### config.mk
export PLATFORM = sky130hd
export DESIGN_NAME = i2c_bus_unstick
export DESIGN_NICKNAME = d
export VERILOG_FILES = /design/src/rtl/iru_pkg.sv /design/src/rtl/iru_sync.sv /design/src/rtl/iru_timer.sv /design/src/rtl/i2c_bus_unstick.sv
export SDC_FILE = /design/constraint.sdc
export NUM_CORES = 1
export LEC_CHECK = 0
export BUFFER_PORTS_ARGS = -buffer_cell sky130_fd_sc_hd__buf_2
export CAP_MARGIN = 20
export CORE_MARGIN = 5
export CORE_UTILIZATION = 31
export CTS_CLUSTER_SIZE = 16
export DETAILED_ROUTE_END_ITERATION = 8
export PLACE_DENSITY = 0.46
export SLEW_MARGIN = 5
export SYNTH_ARGS = -nofsm -noshare
export SYNTH_HDL_FRONTEND = slang
export SYNTH_SLANG_ARGS = --single-unit
export TNS_END_PERCENT = 5
### constraint.sdc
create_clock -name clk -period 4.88 [get_ports clk]
set_input_delay 0.244 -clock clk [delete_from_list [all_inputs] [get_ports clk]]
set_output_delay 0.244 -clock clk [all_outputs]
set_load 0.01 [all_outputs]
### src/rtl/iru_pkg.sv
package iru_pkg;

  typedef enum logic [2:0] {
    ST_IDLE,
    ST_CHECK,
    ST_LOW,
    ST_HIGH,
    ST_WAIT
  } iru_state_e;

  // Pulses needed to walk a stuck target through its longest packet.
  function automatic int unsigned recovery_pulses(input int unsigned max_bytes);
    if (max_bytes == 0) recovery_pulses = 9;
    else                recovery_pulses = max_bytes * 8 + 1;
  endfunction

  // Microseconds to clock cycles.
  function automatic int unsigned us_to_cycles(input int unsigned us,
                                               input int unsigned clks_per_us);
    us_to_cycles = us * clks_per_us;
  endfunction

endpackage

### src/rtl/iru_sync.sv
module iru_sync #(
  parameter int unsigned WIDTH  = 2,
  parameter int unsigned STAGES = 2
) (
  input  logic             clk,
  input  logic             rst_n,
  input  logic [WIDTH-1:0] async_i,
  output logic [WIDTH-1:0] sync_o
);
  for (genvar b = 0; b < WIDTH; b++) begin : g_bit
    logic [STAGES-1:0] chain;
    always_ff @(posedge clk or negedge rst_n) begin
      if (!rst_n) chain <= '1;  // idle bus reads high
      else        chain <= {chain[STAGES-2:0], async_i[b]};
    end
    assign sync_o[b] = chain[STAGES-1];
  end
endmodule

### src/rtl/iru_timer.sv
module iru_timer #(
  parameter int unsigned WIDTH = 8
) (
  input  logic             clk,
  input  logic             rst_n,
  input  logic             load_i,
  input  logic [WIDTH-1:0] load_val_i,
  output logic             zero_o
);
  logic [WIDTH-1:0] cnt;

  always_ff @(posedge clk or negedge rst_n) begin
    if (!rst_n)           cnt <= '0;
    else if (load_i)      cnt <= load_val_i;
    else if (cnt != '0)   cnt <= cnt - 1'b1;
  end

  assign zero_o = (cnt == '0);

  AST_TIMER_HOLDS_AT_ZERO: assert property (@(posedge clk) disable iff (!rst_n)
    (zero_o && !load_i) |=> zero_o);
endmodule

### src/rtl/i2c_bus_unstick.sv
module i2c_bus_unstick
  import iru_pkg::*;
#(
  parameter int unsigned CLKS_PER_US    = 100,
  parameter int unsigned PHASE_US       = 50,
  parameter int unsigned TIMEOUT_US     = 200000,
  parameter int unsigned MAX_XFER_BYTES = 0
) (
  input  logic clk,
  input  logic rst_n,
  input  logic start_i,
  input  logic scl_i,
  input  logic sda_i,
  output logic scl_pull_o,
  output logic done_o,
  output logic busy_err_o
);
  localparam int unsigned PULSES    = recovery_pulses(MAX_XFER_BYTES);
  localparam int unsigned PHASE_CYC = us_to_cycles(PHASE_US, CLKS_PER_US);
  localparam int unsigned TO_CYC    = us_to_cycles(TIMEOUT_US, CLKS_PER_US);
  localparam int unsigned MAX_CYC   = (TO_CYC > PHASE_CYC) ? TO_CYC : PHASE_CYC;
  localparam int unsigned TMR_W     = $clog2(MAX_CYC + 1);
  localparam int unsigned PCNT_W    = $clog2(PULSES + 1);
  localparam logic [TMR_W-1:0]  PHASE_LOAD = TMR_W'(PHASE_CYC - 1);
  localparam logic [TMR_W-1:0]  TO_LOAD    = TMR_W'(TO_CYC - 1);
  localparam logic [PCNT_W-1:0] PULSE_LAST = PCNT_W'(PULSES);

  // Synchronized lines: bit 1 = SCL, bit 0 = SDA.
  logic [1:0] lines_sync;
  iru_sync #(.WIDTH(2), .STAGES(2)) u_sync (
    .clk     (clk),
    .rst_n   (rst_n),
    .async_i ({scl_i, sda_i}),
    .sync_o  (lines_sync)
  );

  iru_state_e        state_q, state_d;
  logic [PCNT_W-1:0] pulse_q, pulse_d;
  logic              tmr_load;
  logic [TMR_W-1:0]  tmr_val;
  logic              tmr_zero;
  logic              done_d, err_d;

  // Named internal events for checking.
  logic lines_high, phase_end, pulses_done, wait_expired, start_taken;
  assign lines_high   = &lines_sync;
  assign phase_end    = tmr_zero && (state_q == ST_LOW || state_q == ST_HIGH);
  assign pulses_done  = (pulse_q == PULSE_LAST);
  assign wait_expired = tmr_zero && (state_q == ST_WAIT);
  assign start_taken  = start_i && (state_q == ST_IDLE);

  iru_timer #(.WIDTH(TMR_W)) u_timer (
    .clk        (clk),
    .rst_n      (rst_n),
    .load_i     (tmr_load),
    .load_val_i (tmr_val),
    .zero_o     (tmr_zero)
  );

  always_comb begin
    state_d  = state_q;
    pulse_d  = pulse_q;
    tmr_load = 1'b0;
    tmr_val  = PHASE_LOAD;
    done_d   = 1'b0;
    err_d    = 1'b0;
    unique case (state_q)
      ST_IDLE: if (start_i) state_d = ST_CHECK;
      ST_CHECK: begin
        if (lines_high) begin
          done_d  = 1'b1;
          state_d = ST_IDLE;
        end else begin
          pulse_d  = '0;
          tmr_load = 1'b1;
          state_d  = ST_LOW;
        end
      end
      ST_LOW: if (tmr_zero) begin
        pulse_d  = pulse_q + 1'b1;
        tmr_load = 1'b1;
        state_d  = ST_HIGH;
      end
      ST_HIGH: if (tmr_zero) begin
        tmr_load = 1'b1;
        if (pulses_done) begin
          tmr_val = TO_LOAD;
          state_d = ST_WAIT;
        end else begin
          state_d = ST_LOW;
        end
      end
      ST_WAIT: begin
        if (lines_high) begin
          done_d  = 1'b1;
          state_d = ST_IDLE;
        end else if (tmr_zero) begin
          done_d  = 1'b1;
          err_d   = 1'b1;
          state_d = ST_IDLE;
        end
      end
      default: state_d = ST_IDLE;
    endcase
  end

  always_ff @(posedge clk or negedge rst_n) begin
    if (!rst_n) begin
      state_q    <= ST_IDLE;
      pulse_q    <= '0;
      done_o     <= 1'b0;
      busy_err_o <= 1'b0;
    end else begin
      state_q    <= state_d;
      pulse_q    <= pulse_d;
      done_o     <= done_d;
      busy_err_o <= err_d;
    end
  end

  assign scl_pull_o = (state_q == ST_LOW);

  AST_PULSE_COUNT_BOUND: assert property (@(posedge clk) disable iff (!rst_n)
    pulse_q <= PULSE_LAST);
  AST_WAIT_AFTER_ALL_PULSES: assert property (@(posedge clk) disable iff (!rst_n)
    (state_q == ST_WAIT) |-> pulses_done);
  AST_PULL_ENDS_ON_PHASE: assert property (@(posedge clk) disable iff (!rst_n)
    $fell(scl_pull_o) |-> $past(phase_end));
  AST_ERR_ONLY_AFTER_EXPIRY: assert property (@(posedge clk) disable iff (!rst_n)
    $rose(busy_err_o) |-> $past(wait_expired));
  AST_NO_PULL_WHEN_IDLE: assert property (@(posedge clk) disable iff (!rst_n)
    (state_q == ST_IDLE) |-> !scl_pull_o);
  AST_DONE_SINGLE: assert property (@(posedge clk) disable iff (!rst_n)
    done_o |=> !done_o);
  AST_ERR_NEEDS_DONE: assert property (@(posedge clk) disable iff (!rst_n)
    busy_err_o |-> done_o);
  AST_START_IGNORED_BUSY: assert property (@(posedge clk) disable iff (!rst_n)
    (start_i && !start_taken) |=> state_q != ST_CHECK);
endmodule

==> flow_results.org <==
** Run status
- Run status :: complete, no violations

** Critical path
- Reg-to-Reg End :: u_timer.cnt[13]$_DFFE_PN0P_
- Critical setup path kind :: reg -> reg
- At the worst endpoint, the required time is 5050 ps.
- Setup slack on the worst reg-to-reg path comes out at 1970 ps.
- Measured in cells, the most critical reg-to-reg path has a length of 7.
- In this run the worst path has a maximum fanout of 11.
- STA classifies the critical path endpoint as a flip-flop.
- Launching element type of the critical path :: flip-flop
- Reg-to-reg critical path startpoint :: u_timer.cnt[0]$_DFFE_PN0P_
- Arrival time reported for the critical path endpoint :: 3090 ps

** Pwr
- Max rail drop VDD :: 0.000156 V
- Power spread over the standard cell area amounts to 443 nW/µm².
- For this design the static power due to leakage is 0.875 nW.

** Finish
- In the final layout, the share of cells above drive strength 1 is 0.138.
- Fillcell total :: 624
- Final non-filler cell total :: 278
- Antenna diode count :: 0
- Finished Core Util :: 0.357
- The net count of the finished layout is 210.
- P&R area growth vs syn :: 10.3%

** Job
- The tool flagged a number of max-cap violations equal to 0.

** Synth
- Most area-consuming cells after synthesis :: sky130_fd_sc_hd__dfrtp_1 (44%), sky130_fd_sc_hd__dfstp_2 (5.4%), sky130_fd_sc_hd__nor2_1 (4.6%), sky130_fd_sc_hd__xor2_1 (4.5%), sky130_fd_sc_hd__a21oi_1 (4.1%)
- The largest total area in the synthesized netlist belongs to sky130_fd_sc_hd__dfrtp_1.
- Unique masters post-synth :: 44
- Counting flops and latches in the post-synthesis netlist gives 38.
- Synthesis produced 192 cells.
- The share of the Yosys chip area taken by registers is 0.490.
- Share of flip-flops with an asynchronous set or reset :: 1.00
- The commonest cells after synthesis are sky130_fd_sc_hd__dfrtp_1 (34), sky130_fd_sc_hd__nor2_1 (24), sky130_fd_sc_hd__a21oi_1 (16).
- Count of flip-flops with a built-in enable after synthesis :: 0
- Predominant post-synthesis flop cell :: sky130_fd_sc_hd__dfrtp_1
- Count leader, synth :: sky130_fd_sc_hd__dfrtp_1
- Of the post-synthesis cell area, the dominant cell type holds 0.436.
- Syn Area/Cell :: 10.2 µm²
- Counting every net in the synthesized netlist gives 200.
- Post-Synthesis Cell Area :: 1950 µm²
- During synthesis, Yosys emitted a total of 0 warnings.

** Route
- Sum of routed wire length over all layers :: 4.36 mm
- DR vias/cell :: 5.37
- In the routed design, unresolved DRC markers number 0.
- Dividing the detail-routed wire length by the instance count gives 15.7 µm.
- The count of nets left with antenna violations once routing finished came out at 0.
- TritonRoute pass-1 iters :: 4
- After the first detailed-routing iteration, the DRC count stood at 84.
- Routed via count :: 1,494

** STA
- Of the available clock period, the critical path in the final layout requires 0.597.
- Final critical path time including I/O delays and setup :: 2910 ps
- For the pin with the worst max-slew slack, the measured transition is 860 ps.
- The number of hold violations in the final report came to 0.
- Pins Over Slew Limit :: 0
- Worst clock skew :: 12.1 ps
- Final setup viols :: 0
- Setup total negative slack on the finished layout was measured at 0 ps.
- In this run the tightest slew margin relative to its limit is 0.426.
- Setup repair after global routing missed its margin :: false
- Timing would allow up to 343 MHz.

** CTS
- # resized after CTS :: 0
- For this design, the sink count on the clock tree is 38.
- In this run the post-CTS setup repair buffer count came out at 0.
- Num CTS Buffers :: 5
- Clock latency at the later pin of the worst-skew pair :: 300 ps
- TritonCTS built the clock tree.
- The H-tree was split into 2 levels.
- After clock tree synthesis, the flow added hold-fix buffers numbering 0.
- The root buffer cell chosen for the clock tree is sky130_fd_sc_hd__clkbuf_8.
- Clock-pin transition on the worst setup and hold timing paths :: 80 ps
- Counting along the longest clock path gives a buffer depth of 2.

** Die
- Effective utilization at floorplan :: 0.324
- The floorplan step defined a die boundary enclosing 7970 µm².
- Row Count :: 28
- The die is 89.3 µm wide.
- Die H :: 89.3 µm
- The region available for standard cell placement spans 6030 µm².
- 8 I/O pins were placed.

** Worst hold path
- The worst hold path belongs to the class in -> reg.
- Counting instances, the worst hold path has a depth of 1.
- Hold path startpoint :: scl_i
- The path with the worst hold slack has its endpoint at u_sync.g_bit[1].chain[0]$_DFF_PN1_.

** GRT
- Via count of the first global-routing pass :: 1,446
- The total overflow left after global routing is 0.
- The first global-routing pass estimated 7.25 mm of wire.
- Overall fraction of global-route tracks in use :: 0.121
- Entering global routing, the biggest net connects 39 pins.
- Antenna violations before repair :: 0

** Placed design
- After legalization and detailed placement, the total HPWL measured 2.94 mm.
- At the end of routability-driven placement, the weighted congestion stood at 0.780.
- In this run the tool buffered the top-level ports with 7 buffer cells.
- Number of placed instances with taps included :: 270
[cell type report]
class | instances | area (µm²) | share of cell area
Clock buffer | 7 | 86.3 | 0.0402
Clock inverter | 1 | 5.00 | 0.00233
Inverter | 4 | 15.0 | 0.00698
Multi-Input combinational cell | 145 | 951 | 0.442
Sequential cell | 38 | 956 | 0.445
Tap cell | 75 | 93.8 | 0.0437
Timing Repair Buffer | 8 | 42.5 | 0.0198
[cells in the final DEF, fill, tap and decap left out, types with 2 or more instances in the layout]
cell	count
sky130_fd_sc_hd__dfrtp_1	34
sky130_fd_sc_hd__nor2_1	24
sky130_fd_sc_hd__a21oi_1	16
sky130_fd_sc_hd__o21ai_0	10
sky130_fd_sc_hd__xor2_1	10
sky130_fd_sc_hd__nand2_1	9
sky130_fd_sc_hd__nor3_1	9
sky130_fd_sc_hd__buf_2	7
sky130_fd_sc_hd__or3_1	6
sky130_fd_sc_hd__xnor2_1	6
sky130_fd_sc_hd__clkbuf_8	6
sky130_fd_sc_hd__nand3_1	5
sky130_fd_sc_hd__inv_1	4
sky130_fd_sc_hd__or4_1	4
sky130_fd_sc_hd__dfstp_2	4
sky130_fd_sc_hd__nor2b_1	3
sky130_fd_sc_hd__o211ai_1	3
sky130_fd_sc_hd__nor4_1	3
sky130_fd_sc_hd__nand4_1	3
sky130_fd_sc_hd__a311oi_1	3
sky130_fd_sc_hd__ha_1	3
sky130_fd_sc_hd__nand2b_1	2
sky130_fd_sc_hd__and2_1	2
sky130_fd_sc_hd__nor4_2	2
sky130_fd_sc_hd__o31a_1	2
sky130_fd_sc_hd__nand4b_1	2
sky130_fd_sc_hd__and3_1	2
[stage by stage]
step	hold WS [ps]	setup slack [ps]	area, µm²	power, W
6_report	50.7	1970	2150	0.000953
3_5_place_dp	347	2010	2060	0.000727
2_1_floorplan	-51.6	2430	1950	0.000656
3_3_place_gp	346	2050	2060	0.000727
5_1_grt	36.1	1850	2150	0.00102
4_1_cts	39.9	1990	2150	0.000961
[power breakdown]
part	internal [W]	total (W)	switching, W
registers	0.000385	0.000466	0.0000815
logic	0.000106	0.000258	0.000153
clock network	0.000114	0.000228	0.000114
total	0.000605	0.000953	0.000348
[critical path: stages (launching register included)]
cell                      delay, ps
sky130_fd_sc_hd__dfrtp_1        420
sky130_fd_sc_hd__inv_1           90
sky130_fd_sc_hd__ha_1           170
sky130_fd_sc_hd__or4b_4         510
sky130_fd_sc_hd__or3_1          580
sky130_fd_sc_hd__o31a_1         470
sky130_fd_sc_hd__and3_1         220
sky130_fd_sc_hd__or3_1          340
[logic make-up (layout without fill, tap and decap cells)]
group           after synthesis  count (layout)  synth area share
buf+inv                       9              20            0.0218
simple gates                 86              86             0.266
flops                        38              38             0.490
compound gates               40              40             0.131
fa+ha+maj                     3               3            0.0193
xor+xnor                     16              16            0.0719
[state kept, by name, summed over array words and instances, names as in the netlist]
signal,flops
pulse_q,4
u_timer.cnt,25
u_sync.g_bit.chain,4
state_q,3
done_o,1
busy_err_o,1
[worst max-delay path by stage]
| stage | end | depth (start not counted) | from |
|---|---|---|---|
| 2_1_floorplan | u_timer.cnt[13]$_DFFE_PN0P_ | 8 | u_timer.cnt[0]$_DFFE_PN0P_ |
| 3_3_place_gp | u_timer.cnt[13]$_DFFE_PN0P_ | 7 | u_timer.cnt[0]$_DFFE_PN0P_ |
| 3_5_place_dp | u_timer.cnt[13]$_DFFE_PN0P_ | 7 | u_timer.cnt[0]$_DFFE_PN0P_ |
| 4_1_cts | u_timer.cnt[13]$_DFFE_PN0P_ | 7 | u_timer.cnt[0]$_DFFE_PN0P_ |
| 5_1_grt | u_timer.cnt[13]$_DFFE_PN0P_ | 7 | u_timer.cnt[0]$_DFFE_PN0P_ |
| 6_report | u_timer.cnt[13]$_DFFE_PN0P_ | 7 | u_timer.cnt[0]$_DFFE_PN0P_ |
[routing by layer]
layer	share of wire	routed length, µm	GRT usage
met5	0	0	0
met4	0.013	58	0.0447
met3	0.024	106	0.0332
met2	0.46	2000	0.186
met1	0.50	2200	0.163
(Power assumes the default switching activity.)
